### config.mk
export PLATFORM = sky130hd
export DESIGN_NAME = junction_signal_ctrl
export DESIGN_NICKNAME = d
export VERILOG_FILES = /design/src/rtl/jsc_pkg.sv /design/src/rtl/jsc_phase_timer.sv /design/src/rtl/jsc_preempt_arb.sv /design/src/rtl/jsc_lamp_decode.sv /design/src/rtl/junction_signal_ctrl.sv
export SDC_FILE = /design/constraint.sdc
export NUM_CORES = 1
export LEC_CHECK = 0
export ABC_AREA = 1
export BUFFER_PORTS_ARGS = -buffer_cell sky130_fd_sc_hd__buf_4
export CORE_ASPECT_RATIO = 0.75
export CORE_UTILIZATION = 35
export CTS_CLUSTER_DIAMETER = 80
export DETAILED_ROUTE_END_ITERATION = 16
export PLACE_DENSITY_LB_ADDON = 0.12
export REMOVE_ABC_BUFFERS = 1
export SLEW_MARGIN = 0
export SYNTH_ARGS = -nofsm -noshare
export SYNTH_HDL_FRONTEND = slang
export SYNTH_SLANG_ARGS = --single-unit
### constraint.sdc
create_clock -name clk -period 2.1 [get_ports clk]
set_clock_uncertainty 0.05 [all_clocks]
set_input_delay 0.63 -clock clk [delete_from_list [all_inputs] [get_ports clk]]
set_output_delay 0.63 -clock clk [all_outputs]
set_load 0.02 [all_outputs]
### src/rtl/jsc_pkg.sv
package jsc_pkg;
   localparam int ROADS = 4;
   typedef logic [1:0] road_t;
   // bit0 = amber lit, bit1 = second amber half
   typedef enum logic [1:0] {
      PH_GO       = 2'b00,
      PH_AMBER_A  = 2'b01,
      PH_AMBER_B  = 2'b11
   } phase_t;
endpackage

### src/rtl/jsc_phase_timer.sv
module jsc_phase_timer
   import jsc_pkg::*;
#(
   parameter int GREEN_NORMAL = 60,
   parameter int GREEN_PEAK   = 120,
   parameter int AMBER_HALF   = 3,
   parameter int CNT_W        = 7
) (
   input  logic             clk,
   input  logic             rst,
   input  logic             tick,
   input  logic             hold,
   input  logic             peak,
   output road_t            road,
   output phase_t           phase,
   output logic [CNT_W-1:0] remain
);
   localparam logic [CNT_W-1:0] LEN_NORMAL = CNT_W'(GREEN_NORMAL);
   localparam logic [CNT_W-1:0] LEN_PEAK   = CNT_W'(GREEN_PEAK);
   localparam logic [CNT_W-1:0] LEN_AMBER  = CNT_W'(AMBER_HALF);
   localparam logic [CNT_W-1:0] ONE        = CNT_W'(1);
   localparam int LONGEST = (GREEN_PEAK > GREEN_NORMAL) ?
                            ((GREEN_PEAK > AMBER_HALF) ? GREEN_PEAK : AMBER_HALF) :
                            ((GREEN_NORMAL > AMBER_HALF) ? GREEN_NORMAL : AMBER_HALF);

   logic [CNT_W-1:0] green_len;
   logic             advance;
   logic             live_q;

   assign green_len = peak ? LEN_PEAK : LEN_NORMAL;
   assign advance   = tick && !hold;

   always_ff @(posedge clk) begin
      if (rst) begin
         road   <= '0;
         phase  <= PH_GO;
         remain <= green_len;
      end else if (advance) begin
         if (remain > ONE) begin
            remain <= remain - ONE;
         end else begin
            unique case (phase)
               PH_GO: begin
                  phase  <= PH_AMBER_A;
                  remain <= LEN_AMBER;
               end
               PH_AMBER_A: begin
                  phase  <= PH_AMBER_B;
                  remain <= LEN_AMBER;
               end
               default: begin
                  phase  <= PH_GO;
                  road   <= road + road_t'(1);
                  remain <= green_len;
               end
            endcase
         end
      end
   end

   always_ff @(posedge clk) begin
      if (rst) live_q <= 1'b0;
      else     live_q <= 1'b1;
   end

   AST_ROAD_STEP: assert property (@(posedge clk) disable iff (rst)
      (live_q && road != $past(road)) |-> (road == $past(road) + road_t'(1) && phase == PH_GO));
   AST_REMAIN_RANGE: assert property (@(posedge clk) disable iff (rst)
      live_q |-> (remain >= ONE && int'(remain) <= LONGEST));
   AST_HOLD_FREEZE: assert property (@(posedge clk) disable iff (rst)
      hold |=> ($stable(remain) && $stable(road) && $stable(phase)));
   AST_IDLE_STILL: assert property (@(posedge clk) disable iff (rst)
      !tick |=> $stable(remain));
endmodule

### src/rtl/jsc_preempt_arb.sv
module jsc_preempt_arb #(
   parameter int N = 4
) (
   input  logic [N-1:0] req,
   output logic [N-1:0] grant,
   output logic         any
);
   logic [N:0] seen;
   assign seen[0] = 1'b0;

   for (genvar i = 0; i < N; i++) begin : g_slot
      assign seen[i+1] = seen[i] | req[i];
      assign grant[i]  = req[i] & ~seen[i];
   end

   assign any = seen[N];

   always_comb begin
      AST_GRANT_ONEHOT: assert ($onehot0(grant) && ((grant != '0) == (req != '0)));
   end
endmodule

### src/rtl/jsc_lamp_decode.sv
module jsc_lamp_decode
   import jsc_pkg::*;
#(
   parameter int N = 4
) (
   input  logic         clk,
   input  logic         rst,
   input  road_t        road,
   input  phase_t       phase,
   input  logic         preempt,
   input  logic [N-1:0] grant,
   output logic [N-1:0] red,
   output logic [N-1:0] amber,
   output logic [N-1:0] green,
   output logic [N-1:0] walk
);
   for (genvar i = 0; i < N; i++) begin : g_head
      logic served;
      assign served = (road == road_t'(i));
      always_comb begin
         if (rst) begin
            red[i]   = 1'b1;
            amber[i] = 1'b0;
            green[i] = 1'b0;
            walk[i]  = 1'b0;
         end else if (preempt) begin
            green[i] = grant[i];
            red[i]   = ~grant[i];
            amber[i] = 1'b0;
            walk[i]  = 1'b0;
         end else begin
            green[i] = served && phase == PH_GO;
            amber[i] = served && phase[0];
            red[i]   = ~served;
            walk[i]  = served && phase == PH_AMBER_B;
         end
      end
   end

   AST_ONE_OPEN: assert property (@(posedge clk) disable iff (rst)
      $countones(~red) == 1 && ((green | amber) == ~red));
   AST_WALK_IN_AMBER: assert property (@(posedge clk) disable iff (rst)
      (walk & ~amber) == '0);
   AST_RESET_RED: assert property (@(posedge clk)
      rst |-> (red == '1 && walk == '0 && green == '0));
endmodule

### src/rtl/junction_signal_ctrl.sv
module junction_signal_ctrl
   import jsc_pkg::*;
#(
   parameter int GREEN_NORMAL = 60,
   parameter int GREEN_PEAK   = 120,
   parameter int AMBER_HALF   = 3,
   localparam int LONGEST = (GREEN_PEAK > GREEN_NORMAL) ?
                            ((GREEN_PEAK > AMBER_HALF) ? GREEN_PEAK : AMBER_HALF) :
                            ((GREEN_NORMAL > AMBER_HALF) ? GREEN_NORMAL : AMBER_HALF),
   localparam int CNT_W = $clog2(LONGEST + 1)
) (
   input  logic             clk,
   input  logic             rst,
   input  logic             sec_tick,
   input  logic             peak_mode,
   input  logic [3:0]       siren,
   output logic [3:0]       lamp_red,
   output logic [3:0]       lamp_amber,
   output logic [3:0]       lamp_green,
   output logic [3:0]       walk_en,
   output logic [CNT_W-1:0] secs_left
);
   if (GREEN_NORMAL < 1 || GREEN_PEAK < 1 || AMBER_HALF < 1) begin : g_bad_len
      $error("junction_signal_ctrl: every interval length must be at least 1");
   end
   if (ROADS != 4) begin : g_bad_roads
      $error("junction_signal_ctrl: road code is two bits, four roads required");
   end

   road_t      road;
   phase_t     phase;
   logic [3:0] grant;
   logic       preempt;

   jsc_preempt_arb #(.N(ROADS)) u_arb (
      .req   (siren),
      .grant (grant),
      .any   (preempt)
   );

   jsc_phase_timer #(
      .GREEN_NORMAL (GREEN_NORMAL),
      .GREEN_PEAK   (GREEN_PEAK),
      .AMBER_HALF   (AMBER_HALF),
      .CNT_W        (CNT_W)
   ) u_timer (
      .clk    (clk),
      .rst    (rst),
      .tick   (sec_tick),
      .hold   (preempt),
      .peak   (peak_mode),
      .road   (road),
      .phase  (phase),
      .remain (secs_left)
   );

   jsc_lamp_decode #(.N(ROADS)) u_lamps (
      .clk     (clk),
      .rst     (rst),
      .road    (road),
      .phase   (phase),
      .preempt (preempt),
      .grant   (grant),
      .red     (lamp_red),
      .amber   (lamp_amber),
      .green   (lamp_green),
      .walk    (walk_en)
   );

   AST_PREEMPT_LAMPS: assert property (@(posedge clk) disable iff (rst)
      (siren != 4'b0) |-> (walk_en == 4'b0 && lamp_amber == 4'b0 &&
                           $countones(lamp_green) == 1 && (lamp_green & siren) == lamp_green));
   AST_SIREN_FREEZE: assert property (@(posedge clk) disable iff (rst)
      (siren != 4'b0) |=> $stable(secs_left));
endmodule

==> flow_summary.json <==
{
  "power-per-cell-area_nw_per_um2": 390,
  "initialDrtViolationCount": 35,
  "most-common-layout-cells": "buf_4 (33), nand2_1 (17), nor2_1 (14), inv_1 (13)",
  "post-synth-top-area-fraction_pct": 24.3,
  "commonest_non_fill_non_tap_cell_in_the_layout": "buf_4",
  "detailroute.via_count": 901,
  "chipHeight_um": 45.1,
  "postSynthRegisterBits": 11,
  "slew_violations": 0,
  "tightestPinTransition_ps": 321,
  "dpl_cell_area_sq_um": 1180,
  "grt_setup_unrepaired": "yes",
  "crit_arrival_ps": 1520,
  "cts.sinks": 11,
  "worstReg2RegEnd": "u_timer.remain[6]",
  "post_synth_num_cell_types": 24,
  "critPathSlowestCell": "nor2_4",
  "crit_path_end": "lamp_green[1]",
  "violated_checks": "negative setup slack",
  "clk-insertion-delay-late_ps": 270,
  "ir_worst_vdd_uv": 186,
  "postCtsHoldBufs": 0,
  "p_sw_share_pct": 30.0,
  "post-dp-hpwl_mm": 1.68,
  "cp_max_fo": 6,
  "net_sw_power_uw": 161,
  "placementRows": 15,
  "post_synth_inst_count": 113,
  "standard_cell_core_area_sq_um": 2330,
  "design.die.area_sq_um": 2680,
  "post_detailed_route_drc_marker_count": 0,
  "synth_warnings": 0,
  "crit_path_start_kind": "primary input",
  "globalRoute.totalOverflow": 0,
  "drt_pass1_iterations": 6,
  "post_place_cells": 183,
  "reg2reg_slack_ps": 430,
  "cell_chain_of_the_critical_path": "buf_8 -> nor2_4 -> nand3_4 -> o21ai_2 -> nand2_1 -> nor2_1 -> buf_4",
  "yosysTopAreaCell": "edfxtp_1",
  "slew_headroom_pct": 78.6,
  "fmax_ghz": 0.455,
  "layout-drive-gt1-share_pct": 49.7,
  "grtUsageTotal_pct": 17.6,
  "flow.area_growth_from_synthesis_pct": 58.2,
  "p_comb_share_pct": 24.8,
  "reg2regPathDepth": 9,
  "top_cells_by_area_synth": "edfxtp_1 (24%), dfxtp_1 (9.2%), ha_1 (8.7%)",
  "setup_violations": 10,
  "cts_tree": "built",
  "syn_avg_cell_area_sq_um": 7.66,
  "grt_antenna_before_repair": 0,
  "max-cap-violations": 0,
  "detail-route-antenna-nets": 0,
  "layout.cell_area.non_filler_sq_um": 1370,
  "min_setup_slack_post_route_ps": -99.1,
  "type_of_the_worst_setup_path": "primary input to output pin",
  "total_leakage_power_nw": 0.616,
  "cp-end-kind": "output pin",
  "critical_path_required_ps": 1420,
  "status": "finished with violations",
  "num-nets-final": 172,
  "global_route_wire_length_before_repair_mm": 3.39,
  "crit_family": "simple AND/OR/NAND/NOR gates",
  "min_period_ps": 2200,
  "cell_internal_pwr_uw": 374,
  "initial_core_util_pct": 37.2,
  "avgViaCountPerCell": 4.72,
  "globalplace.congestion": 0.898,
  "cp.depth": 7,
  "die-width_um": 59.4,
  "finalWirelength_mm": 2.32,
  "period_share_pct": 105,
  "critical-path-max-stage-delay_ps": 150,
  "io_pins": 31,
  "crit_path_start": "siren[0]",
  "path_clk_slew_ps": 70,
  "largest_net_degree_at_the_start_of_global_routing": 11,
  "synth.yosys.seq_area_share_pct": 33.5,
  "htree_num_levels": 1,
  "pwr-share-clk_pct": 28.1,
  "cts_buf_count": 3,
  "antenna_cells": 0,
  "seqPwrFrac_pct": 47.2,
  "ctsLongestPathBuffers": 2,
  "timing.hold.worst.class": "flip-flop to flip-flop",
  "port_buffers": 30,
  "start_of_the_worst_register_to_register_path": "u_timer.remain[1]",
  "clk_root_buffer_cell": "clkbuf_4",
  "worstPathBufferInverterCount": 2,
  "report.final.hold_viol_count": 0,
  "syn-cell-area_sq_um": 866,
  "first_global_vias": 758,
  "drt-wirelength-per-cell_um": 12.1,
  "stdcell_count": 191
}
## layout make-up
class	instances	area, sq um
well taps	34	42.5
clock buffers	4	26.3
flip-flops and latches	11	295
multi-input cells	81	587
inverters	20	77.6
repair buffers	41	342
fillers	230	957
## cells by family (layout without fill, tap and decap cells)
| family | count (synthesis) | after routing | synth area share (%) |
|---|---|---|---|
| AOI/OAI and AO/OA | 13 | 13 | 9.97 |
| adders and majority gates | 6 | 6 | 8.67 |
| DFF | 11 | 11 | 33.5 |
| xor gates and xnor gates | 5 | 5 | 5.06 |
| and+or+nand+nor | 57 | 57 | 33.5 |
| buffers and inverters | 21 | 65 | 9.25 |
## power by group through the flow
stage / logic, mW / clock network (mW) / registers (mW)
final: 0.132 / 0.150 / 0.252
after global routing: 0.145 / 0.158 / 0.253
after CTS: 0.127 / 0.152 / 0.253
after detailed placement: 0.119 / 0 / 0.258
after global placement: 0.119 / 0 / 0.258
after floorplan: 0.0579 / 0 / 0.268
## synthesized netlist by cell type (all sizes together)
library cell  number
inv               20
nand2             22
nor4               3
nor2              18
nor3               4
nand4              3
ha                 6
nand3              7
a21oi              5
o21ai              6
dfxtp              4
edfxtp             7
xor2               2
xnor2              3
buf                1
o211ai             1
o2111ai            1
## worst min path at each step
stage / end / depth (start not counted) / from
after floorplan: u_timer.phase[1] / 2 / u_timer.phase[0]
after global placement: u_timer.phase[1] / 2 / u_timer.phase[0]
after detailed placement: u_timer.phase[1] / 2 / u_timer.phase[0]
after CTS: u_timer.phase[1] / 2 / u_timer.phase[0]
after global routing: u_timer.phase[1] / 2 / u_timer.phase[0]
final: u_timer.road[1] / 4 / u_timer.road[1]
## through the flow
step | power, mW | worst slack (ps) | TNS (ps) | hold slack, ps | utilization (%)
6_report | 0.534 | -99.1 | -493 | 514 | 58.9
5_1_grt | 0.556 | -184 | -1340 | 537 | 58.9
4_1_cts | 0.532 | -63.0 | -301 | 498 | 54.8
3_5_place_dp | 0.377 | -131 | -663 | 477 | 50.8
3_3_place_gp | 0.376 | -89.4 | -403 | 455 | 50.8
2_1_floorplan | 0.326 | -298 | -1710 | 435 | -
## registers in the layout, summed over array words and instances, names as in the netlist
name / flops
u_timer.remain: 7
u_timer.phase: 2
u_timer.road: 2
## metal layers
| layer | part of all wire, % | global-route usage, % |
|---|---|---|
| met4 | 0.60 | 4.29 |
| met2 | 47 | 25.6 |
| met3 | 4.0 | 5.16 |
| met1 | 48 | 25.5 |
| met5 | 0 | 0 |
## worst min-delay path, delay by kind of cell (launching register included)
kind	cells	cell delay, ps
buffers and inverters	2	110
DFF	1	340
and+or+nand+nor	2	80
## what timing repair did
item | in CTS | in global routing
buffers inserted | 3 | 1
endpoints found under the setup margin | 10 | 16
pin swaps | 6 | 6
gates resized for setup | 17 | 23
No activity file was read; power rests on OpenSTA's default activity.
